**config.mk**
```make
export PLATFORM = sky130hd
export DESIGN_NAME = burst_idle_ctrl
export DESIGN_NICKNAME = d
export VERILOG_FILES = /design/src/rtl/bic_pkg.sv /design/src/rtl/bic_regs.sv /design/src/rtl/bic_counter.sv /design/src/rtl/bic_phase.sv /design/src/rtl/burst_idle_ctrl.sv
export SDC_FILE = /design/constraint.sdc
export NUM_CORES = 1
export LEC_CHECK = 0
export BUFFER_PORTS_ARGS = -buffer_cell sky130_fd_sc_hd__buf_2
export CAP_MARGIN = 20
export CORE_UTILIZATION = 55
export CTS_CLUSTER_DIAMETER = 40
export CTS_CLUSTER_SIZE = 30
export DETAILED_ROUTE_END_ITERATION = 6
export PLACE_DENSITY = 0.78
export REMOVE_ABC_BUFFERS = 1
export SYNTH_ARGS = -nofsm -noshare
export SYNTH_HDL_FRONTEND = slang
export SYNTH_SLANG_ARGS = --single-unit
```
**constraint.sdc**
```tcl
create_clock -name clk -period 2.5 [get_ports clk]
set_clock_uncertainty 0.1 [all_clocks]
set_input_delay 0.375 -clock clk [delete_from_list [all_inputs] [get_ports clk]]
set_output_delay 0.375 -clock clk [all_outputs]
set_load 0.05 [all_outputs]
```
**src/rtl/bic_pkg.sv**
```systemverilog
package bic_pkg;

  // register select codes on the write port
  typedef enum logic [1:0] {
    SEL_CMP  = 2'd0,
    SEL_PER  = 2'd1,
    SEL_CTRL = 2'd2,
    SEL_NONE = 2'd3
  } reg_sel_e;

  // bit positions inside the control word
  localparam int unsigned CTRL_PRELOAD = 0;
  localparam int unsigned CTRL_ONESHOT = 1;
  localparam int unsigned CTRL_RUN     = 2;

endpackage

```
**src/rtl/bic_regs.sv**
```systemverilog
module bic_regs
  import bic_pkg::*;
#(
  parameter int unsigned CNT_W = 16
) (
  input  logic             clk,
  input  logic             rst_n,
  input  logic             wr_en,
  input  logic [1:0]       wr_sel,
  input  logic [CNT_W-1:0] wr_data,
  input  logic             rollover,
  output logic [CNT_W-1:0] cmp_act,
  output logic [CNT_W-1:0] per_act,
  output logic             preload_en,
  output logic             one_shot,
  output logic             start_evt,
  output logic             stop_evt
);

  localparam logic [CNT_W-1:0] PER_RST = {CNT_W{1'b1}};

  logic             wr_cmp, wr_per, wr_ctrl;
  logic [CNT_W-1:0] cmp_sh, per_sh;
  logic [CNT_W-1:0] cmp_nx, per_nx;
  logic             load_all;

  assign wr_cmp  = wr_en && (wr_sel == SEL_CMP);
  assign wr_per  = wr_en && (wr_sel == SEL_PER);
  assign wr_ctrl = wr_en && (wr_sel == SEL_CTRL);

  assign start_evt = wr_ctrl &&  wr_data[CTRL_RUN];
  assign stop_evt  = wr_ctrl && !wr_data[CTRL_RUN];

  // a write in the same cycle as a transfer is forwarded into the transfer
  function automatic logic [CNT_W-1:0] f_merge(input logic             hit,
                                                input logic [CNT_W-1:0] fresh,
                                                input logic [CNT_W-1:0] held);
    return hit ? fresh : held;
  endfunction

  assign cmp_nx   = f_merge(wr_cmp, wr_data, cmp_sh);
  assign per_nx   = f_merge(wr_per, wr_data, per_sh);
  assign load_all = start_evt || rollover;

  always_ff @(posedge clk) begin
    if (!rst_n) begin
      cmp_sh     <= '0;
      per_sh     <= PER_RST;
      cmp_act    <= '0;
      per_act    <= PER_RST;
      preload_en <= 1'b0;
      one_shot   <= 1'b0;
    end else begin
      cmp_sh <= cmp_nx;
      per_sh <= per_nx;
      if (wr_ctrl) begin
        preload_en <= wr_data[CTRL_PRELOAD];
        one_shot   <= wr_data[CTRL_ONESHOT];
      end
      if (load_all) begin
        cmp_act <= cmp_nx;
        per_act <= per_nx;
      end else if (!preload_en) begin
        if (wr_cmp) cmp_act <= wr_data;
        if (wr_per) per_act <= wr_data;
      end
    end
  end

endmodule

```
**src/rtl/bic_counter.sv**
```systemverilog
module bic_counter #(
  parameter int unsigned CNT_W = 16
) (
  input  logic             clk,
  input  logic             rst_n,
  input  logic             burst_ce,
  input  logic             start_evt,
  input  logic             stop_evt,
  input  logic             one_shot,
  input  logic [CNT_W-1:0] per_act,
  output logic [CNT_W-1:0] cnt,
  output logic             running,
  output logic             tick,
  output logic             period_end,
  output logic             wrap_evt
);

  localparam logic [CNT_W-1:0] CNT_MAX = {CNT_W{1'b1}};

  // next count: back to zero on the period value or at the top of the range
  function automatic logic [CNT_W-1:0] f_advance(input logic [CNT_W-1:0] c,
                                                  input logic [CNT_W-1:0] p);
    if (c == p || c == CNT_MAX) return '0;
    return c + 1'b1;
  endfunction

  assign tick       = burst_ce && running;
  assign period_end = tick && (cnt == per_act);
  assign wrap_evt   = tick && (cnt != per_act) && (cnt == CNT_MAX);

  always_ff @(posedge clk) begin
    if (!rst_n) begin
      cnt     <= '0;
      running <= 1'b0;
    end else if (start_evt) begin
      cnt     <= '0;
      running <= 1'b1;
    end else if (stop_evt) begin
      cnt     <= '0;
      running <= 1'b0;
    end else if (tick) begin
      cnt <= f_advance(cnt, per_act);
      if (period_end && one_shot) running <= 1'b0;
    end
  end

endmodule

```
**src/rtl/bic_phase.sv**
```systemverilog
module bic_phase #(
  parameter int unsigned CNT_W = 16
) (
  input  logic             clk,
  input  logic             rst_n,
  input  logic             tick,
  input  logic             running,
  input  logic [CNT_W-1:0] cnt,
  input  logic [CNT_W-1:0] cmp_act,
  input  logic             rollover,
  input  logic             start_evt,
  input  logic             stop_evt,
  output logic             match_evt,
  output logic             idle
);

  logic matched;

  // a rollover on the same tick takes priority over the match
  assign match_evt = tick && (cnt == cmp_act) && !rollover;
  assign idle      = running && !matched;

  always_ff @(posedge clk) begin
    if (!rst_n) begin
      matched <= 1'b0;
    end else if (start_evt || stop_evt || rollover) begin
      matched <= 1'b0;
    end else if (match_evt) begin
      matched <= 1'b1;
    end
  end

endmodule

```
**src/rtl/burst_idle_ctrl.sv**
```systemverilog
module burst_idle_ctrl #(
  parameter int unsigned CNT_W = 16
) (
  input  logic             clk,
  input  logic             rst_n,
  input  logic             burst_ce,
  input  logic             wr_en,
  input  logic [1:0]       wr_sel,
  input  logic [CNT_W-1:0] wr_data,
  output logic             idle
);

  logic [CNT_W-1:0] cmp_act, per_act, cnt;
  logic             preload_en, one_shot, start_evt, stop_evt;
  logic             running, tick, period_end, wrap_evt, rollover, match_evt;

  assign rollover = period_end || wrap_evt;

  bic_regs #(.CNT_W(CNT_W)) u_regs (
    .clk        (clk),
    .rst_n      (rst_n),
    .wr_en      (wr_en),
    .wr_sel     (wr_sel),
    .wr_data    (wr_data),
    .rollover   (rollover),
    .cmp_act    (cmp_act),
    .per_act    (per_act),
    .preload_en (preload_en),
    .one_shot   (one_shot),
    .start_evt  (start_evt),
    .stop_evt   (stop_evt)
  );

  bic_counter #(.CNT_W(CNT_W)) u_cnt (
    .clk        (clk),
    .rst_n      (rst_n),
    .burst_ce   (burst_ce),
    .start_evt  (start_evt),
    .stop_evt   (stop_evt),
    .one_shot   (one_shot),
    .per_act    (per_act),
    .cnt        (cnt),
    .running    (running),
    .tick       (tick),
    .period_end (period_end),
    .wrap_evt   (wrap_evt)
  );

  bic_phase #(.CNT_W(CNT_W)) u_phase (
    .clk       (clk),
    .rst_n     (rst_n),
    .tick      (tick),
    .running   (running),
    .cnt       (cnt),
    .cmp_act   (cmp_act),
    .rollover  (rollover),
    .start_evt (start_evt),
    .stop_evt  (stop_evt),
    .match_evt (match_evt),
    .idle      (idle)
  );

endmodule

```
==> results of run 1 <==
[path summary, 6_finish.rpt]
kind	start	to	slack (ns)	cells after the start
worst max-delay path	u_cnt.cnt[11]$_SDFFE_PP0N_	u_regs.per_act[11]$_SDFFE_PN1P_	0.30	6
worst min-delay path	wr_data[4]	u_regs.per_sh[4]$_SDFF_PN1_	0.20	3
worst max register to register	u_cnt.cnt[11]$_SDFFE_PP0N_	u_regs.per_act[11]$_SDFFE_PN1P_	0.30	6
worst min register to register	u_regs.per_sh[5]$_SDFF_PN1_	u_regs.per_sh[5]$_SDFF_PN1_	0.38	2
[routing by layer]
| metal | part of all wire [%] | GRT usage, % | wire length [um] |
|---|---|---|---|
| met5 | 0 | 0 | 0 |
| met4 | 1.2 | 7.42 | 106 |
| met3 | 5.4 | 7.14 | 460 |
| met2 | 49 | 44.4 | 4190 |
| met1 | 44 | 30.2 | 3790 |
[kinds of logic (layout without fill, tap and decap cells)]
logic type | count (synthesis) | after routing | synth area share [%]
simple gates | 158 | 158 | 19.9
flops | 84 | 84 | 42.8
mux | 49 | 49 | 13.0
xor+xnor | 47 | 47 | 10.5
compound gates | 41 | 41 | 8.64
buf+inv | 35 | 56 | 4.85
fa+ha+maj | 1 | 1 | 0.319
[Yosys cell counts (3+ instances only)]
cell type	count	area share, %
nor2b_1	20	3.2
nor2_1	39	3.7
nand4_1	8	1.3
buf_6	4	1.1
xnor2_1	21	4.7
mux2i_1	33	8.4
clkbuf_2	4	0.51
buf_2	16	2.0
a21oi_1	3	0.38
a32o_1	16	4.1
a22oi_1	16	3.1
xor2_1	26	5.8
clkbuf_1	9	0.86
nor4_1	5	0.80
nor3_1	3	0.38
nand2_1	45	4.3
dfxtp_1	84	43
mux2_2	16	4.6
nand3_1	20	2.6
[cells in the final DEF, fill, tap and decap left out, types with 2 or more instances in the layout]
master | netlist | final
mux2_2 | 16 | 16
nor2_1 | 39 | 39
xor2_1 | 26 | 26
dfxtp_1 | 84 | 84
clkinv_2 | 0 | 2
a22oi_1 | 16 | 16
xnor2_1 | 21 | 21
and3_1 | 2 | 2
nor3_1 | 3 | 3
or3_1 | 2 | 2
buf_4 | 1 | 17
a32o_1 | 16 | 16
and2_1 | 2 | 2
nand3b_1 | 2 | 2
buf_2 | 16 | 22
a21oi_1 | 3 | 3
nor2b_1 | 20 | 20
nand2_1 | 45 | 45
nor4_1 | 5 | 5
clkbuf_8 | 0 | 11
nand4_1 | 8 | 8
nand3_1 | 20 | 20
mux2i_1 | 33 | 33
[final cells by class]
| cell class | instances | area, um2 | share of cell area, % |
|---|---|---|---|
| inverters | 1 | 3.75 | 0.0872 |
| well taps | 96 | 120 | 2.79 |
| flip-flops and latches | 84 | 1680 | 39.1 |
| clock inverters | 4 | 47.5 | 1.10 |
| repair buffers | 39 | 238 | 5.52 |
| clock buffers | 12 | 155 | 3.60 |
| multi-input cells | 296 | 2060 | 47.8 |
[per-stage QoR]
stage	area, um2	power [mW]
6_report	4300	2.73
4_1_cts	4300	2.75
5_1_grt	4300	2.85
3_5_place_dp	4100	1.78
3_3_place_gp	4100	1.76
2_1_floorplan	3740	1.67
[power groups by stage]
stage / sequential (mW) / clock (mW) / combinational (mW)
2_1_floorplan: 1.47 / 0 / 0.200
3_3_place_gp: 1.48 / 0 / 0.288
3_5_place_dp: 1.48 / 0 / 0.297
4_1_cts: 1.45 / 1.01 / 0.299
5_1_grt: 1.45 / 1.06 / 0.332
6_report: 1.45 / 0.989 / 0.299
[sequential cells by signal, summed over array words and instances (netlist names)]
name and count:
u_cnt.cnt 16, u_regs.cmp_act 16, u_regs.cmp_sh 16, u_regs.per_act 16, u_regs.per_sh 16, u_cnt.running 1
u_phase.matched 1, u_regs.one_shot 1, u_regs.preload_en 1
[critical path: stages, from the launching register on]
cell and delay (ns):
dfxtp_1 0.46, xor2_1 0.10, nor4_1 0.49, and4_1 0.33
or3_1 0.15, buf_4 0.27, a22oi_1 0.14
==> results.md, run 1 <==
* Layout cells sized above 1 at 17.7%
* Layout area overhead at 9.66%
* Synth unique cells at 42
* Placed cells at 516
* Layout Utilization at a little over three fifths
* Critical path data arrival time at 2.31 ns
* Total net switching power at just under 0.7 mW
* Achievable Freq at 455 MHz
* Die area at around 7500 um2
* CTS tree: yes
* Flops & latches, synth at 84
* Sequential Power Share at 52.9%
* Antenna cells at 0
* Fillers at 603
* Crit end category: register
* Clock Pin Slew Worst Setup and Hold Paths at 0.08 ns
* IO Count at 23
* Final #Nets at 454
* Final min period at approximately 2.2 ns
* Actual slew at the worst max-slew pin at 0.691 ns
* Clk sinks at 84
* PD cells at around 640 nW/um2
* Final hold vios at 0
* Clock power frac at 36.2%
* Setup_tns at 0 ns
* Endpoints failing setup at 0
* Max rail drop VDD at around 0.44 mV
* DRT iter0 DRCs at about 200
* Main flop type after synthesis: dfxtp_1
* Chip width at 86.5 um
* Die Span Y at 86.5 um
* Internal power at 2.06 mW
* Dpl hpwl at 5960 um
* Crit path required time at 2.61 ns
* Core area at 6830 um2
* Routed WL at approximately 8500 um
* Final Max Tran Viols at 0
* H-Tree Depth at 3
* Vias/cell at between 5 and 6
* Synthesized area at 3930 um2
* HP Class: input port to register
* Tcrit/Tclk final at 88.0%
* LEAKAGE at 1.64 nW
* Gr ovfl total at 0
* Combinational fraction of design power at a little over a tenth
* PortBufs at 22
* Clock latency on the worst-skew pair at 0.35 ns
* Status: completed
* Residual DRC at 0
* CTS Hold Bufs at 0
* Critical path type: register to register
* Via count at 2,924
* Worst Path Max Fanout at 24
* Inserted Clock Buffers at 9
* Sequential share of the synthesized area at 42.8%
* Post-route insts no fill at 532
* Final ANT Viol Nets at 0
* Avg WL per Cell at 16.1 um
* Worst slew margin at between 50% and 60%
* Min Hold Slack at 0.201 ns
* Vias in the first global route at 2,912
* Sw Ratio at between 20 and 25%
* Number of flops mapped to enable cells by yosys at 0
* Post-CTS Setup Bufs at 0
* Final WS setup at around 0.3 ns
* Async SR Flop Fraction at 0%
* First-pass GRT wire length at 14,300 um
* Root Buffer: clkbuf_8
* Yosys warning total at 0
* Largest net degree at the start of global routing at 35
* Max Cap Viol at 0
* Std cell rows at 30
* Overall routing resource usage at 25.3%
* Initial antenna violation count at 0
* Longest Clk Path Bufs at 2
* Post-Syn Instances at slightly above 400
* DRT Pass-1 Iters at 4
* Worst Setup Start Kind: register
* RSZ-0062 raised after global routing: false
* Starting Density at a little under three fifths
* Post-Syn Area per Cell at between 9 and 10 um2
* GPL Wtd Cong at 0.888
* Pre-CTS setup slack at 0.318 ns
* PostCTS Resize Cnt at 0
No activity file was read; power rests on OpenSTA's default activity.
==> run 2, diff against run 1 <==
--- a/config.mk
+++ b/config.mk
@@ -11,7 +11,7 @@
 export CTS_CLUSTER_DIAMETER = 40
 export CTS_CLUSTER_SIZE = 30
 export DETAILED_ROUTE_END_ITERATION = 6
-export PLACE_DENSITY = 0.78
+export PLACE_DENSITY = 0.84
 export REMOVE_ABC_BUFFERS = 1
 export SYNTH_ARGS = -nofsm -noshare
 export SYNTH_HDL_FRONTEND = slang
==> results.md, run 2 (synthesis gave the netlist of run 1 again) <==
* Status: completed
* RSZ-0062 raised after global routing: false
* Final ANT Viol Nets at 0 (unchanged)
* Clock Pin Slew Worst Setup and Hold Paths at 0.08 ns (about the same)
* Vias/cell at 5.62 (+2.2%)
* DRT iter0 DRCs at 191 (-5.0%)
* IO Count at 23 (unchanged)
* Chip width at 86.5 um (unchanged)
* DRT Pass-1 Iters at 5 (+1)
* Post-route insts no fill at 527 (-0.94%)
* Achievable Freq at 442 MHz (-2.8%)
* Tcrit/Tclk final at 90.5% (+2.5 points)
* Via count at 2,961 (+1.3%)
* Clk sinks at 84 (unchanged)
* Avg WL per Cell at 16.3 um (+1.7%)
* Longest Clk Path Bufs at 2 (unchanged)
* Core area at 6830 um2 (unchanged)
* Routed WL at 8600 um (+0.70%)
* Die Span Y at 86.5 um (unchanged)
* GPL Wtd Cong at 0.859 (-3.3%)
* Max rail drop VDD at 0.474 mV (+7.7%)
* HP Class: input port to register
* First-pass GRT wire length at 13,900 um (-3.0%)
* Final Max Tran Viols at 0 (unchanged)
* Actual slew at the worst max-slew pin at 0.716 ns (+0.0254 ns)
* Crit path required time at 2.65 ns (+0.04 ns)
* Vias in the first global route at 2,809 (-3.5%)
* Layout area overhead at 10.0%
* CTS Hold Bufs at 0 (unchanged)
* Placed cells at 513 (-0.58%)
* Final hold vios at 0 (unchanged)
* Most common cell after layout, fill and taps aside: dfxtp_1
* Critical path type: register to register
* Final min period at 2.26 ns (+0.0627 ns)
* Die area at 7480 um2 (unchanged)
* Worst slew margin at 52.2% (-1.7 points)
* PortBufs at 22 (unchanged)
* Worst Setup Start Kind: register
* CTS tree: yes
* Most frequent cells in the layout: dfxtp_1, nand2_1, nor2_1, mux2i_1, xor2_1
* Endpoints failing setup at 0 (unchanged)
* Initial antenna violation count at 0 (unchanged)
* Starting Density at 57.5% (unchanged)
* Worst Path Max Fanout at 32 (+33%)
* Area of the multi-input gates at 2060 um2 (unchanged)
* Residual DRC at 0 (unchanged)
* Final #Nets at 451 (-0.66%)
* Post-CTS Setup Bufs at 0 (unchanged)
* Largest net degree at the start of global routing at 33 (-5.7%)
* Root Buffer: clkbuf_8
* H-Tree Depth at 3 (unchanged)
* Dpl hpwl at 5770 um (-3.2%)
* Register area at 1680 um2 (unchanged)
* Std cell rows at 30 (unchanged)
* PostCTS Resize Cnt at 0 (unchanged)
* Fillers at 582 (-3.5%)
* PD cells at 664 nW/um2 (+4.5%)
* Max Cap Viol at 0 (unchanged)
* Overall routing resource usage at 24.7% (-0.57 points)
* Critical path data arrival time at 2.41 ns (+0.10 ns)
* Crit end category: register
* Clock latency on the worst-skew pair at 0.36 ns (about the same)
* LEAKAGE at 1.64 nW (-0.30%)
* Inserted Clock Buffers at 9 (unchanged)
* Final Total Pwr at 2.87 mW (+4.9%)
* Layout cells sized above 1 at 16.9% (-0.72 points)
* Gr ovfl total at 0 (unchanged)
* Antenna cells at 0 (unchanged)
[run 2: cell types whose count changed in the layout (fill, tap and decap cells not counted), sizes merged]
cell | previous run | this run
bufinv | 1 | 3
clkinv | 2 | 1
buf | 39 | 36
clkbuf | 12 | 9
[run 2: critical path, cell delays in order, from the launching register on]
cell	delay, ns
dfxtp_1	0.43
xor2_1	0.09
nor4_1	0.55
nand4_1	0.19
a31o_2	0.46
a32o_1	0.31
[run 2: power by group]
group | switching (mW) | internal, mW | leakage, nW
clock | 0.470 | 0.650 | 0.111
sequential | 0.0405 | 1.41 | 0.686
combinational | 0.161 | 0.140 | 0.839
[run 2: area by class of cell]
type                    count  share of cell area, %
multi-input cells         296                   47.7
flip-flops and latches     84                   38.9
repair buffers             36                   5.27
clock buffers               9                   2.87
well taps                  96                   2.78
clock inverters             5                   2.38
inverters                   1                 0.0869
[run 2: path summary, 6_finish.rpt]
path	slack, ns	depth (start not counted)	startpoint	endpoint
hold reg to reg	0.37	2	u_regs.per_sh[3]$_SDFF_PN1_	u_regs.per_sh[3]$_SDFF_PN1_
setup / recovery	0.24	5	u_cnt.cnt[12]$_SDFFE_PP0N_	u_regs.cmp_act[14]$_SDFFE_PN0P_
hold / removal	0.19	3	wr_data[6]	u_regs.per_sh[6]$_SDFF_PN1_
setup reg to reg	0.24	5	u_cnt.cnt[12]$_SDFFE_PP0N_	u_regs.cmp_act[14]$_SDFFE_PN0P_
[run 2: layer usage]
| layer | global-route usage [%] | part of all wire [%] | vias up |
|---|---|---|---|
| met5 | 0 | 0 | - |
| met4 | 10.8 | 2.1 | 0 |
| met3 | 6.00 | 5.2 | 17 |
| met2 | 40.8 | 47 | 81 |
| met1 | 30.9 | 45 | 1402 |
| li1 | - | - | 1461 |
[run 2: metrics by stage]
stage | worst slack [ns] | util [%] | cell area [um2] | hold slack (ns) | setup TNS [ns]
finish | 0.238 | 63.2 | 4320 | 0.191 | 0
global route | 0.0915 | 63.2 | 4320 | 0.194 | 0
floorplan | -1.36 | - | 3740 | 0.337 | -25.58
global placement | 0.333 | 59.9 | 4090 | 0.349 | 0
detailed placement | 0.287 | 59.9 | 4090 | 0.353 | 0
CTS | 0.232 | 63.2 | 4320 | 0.184 | 0
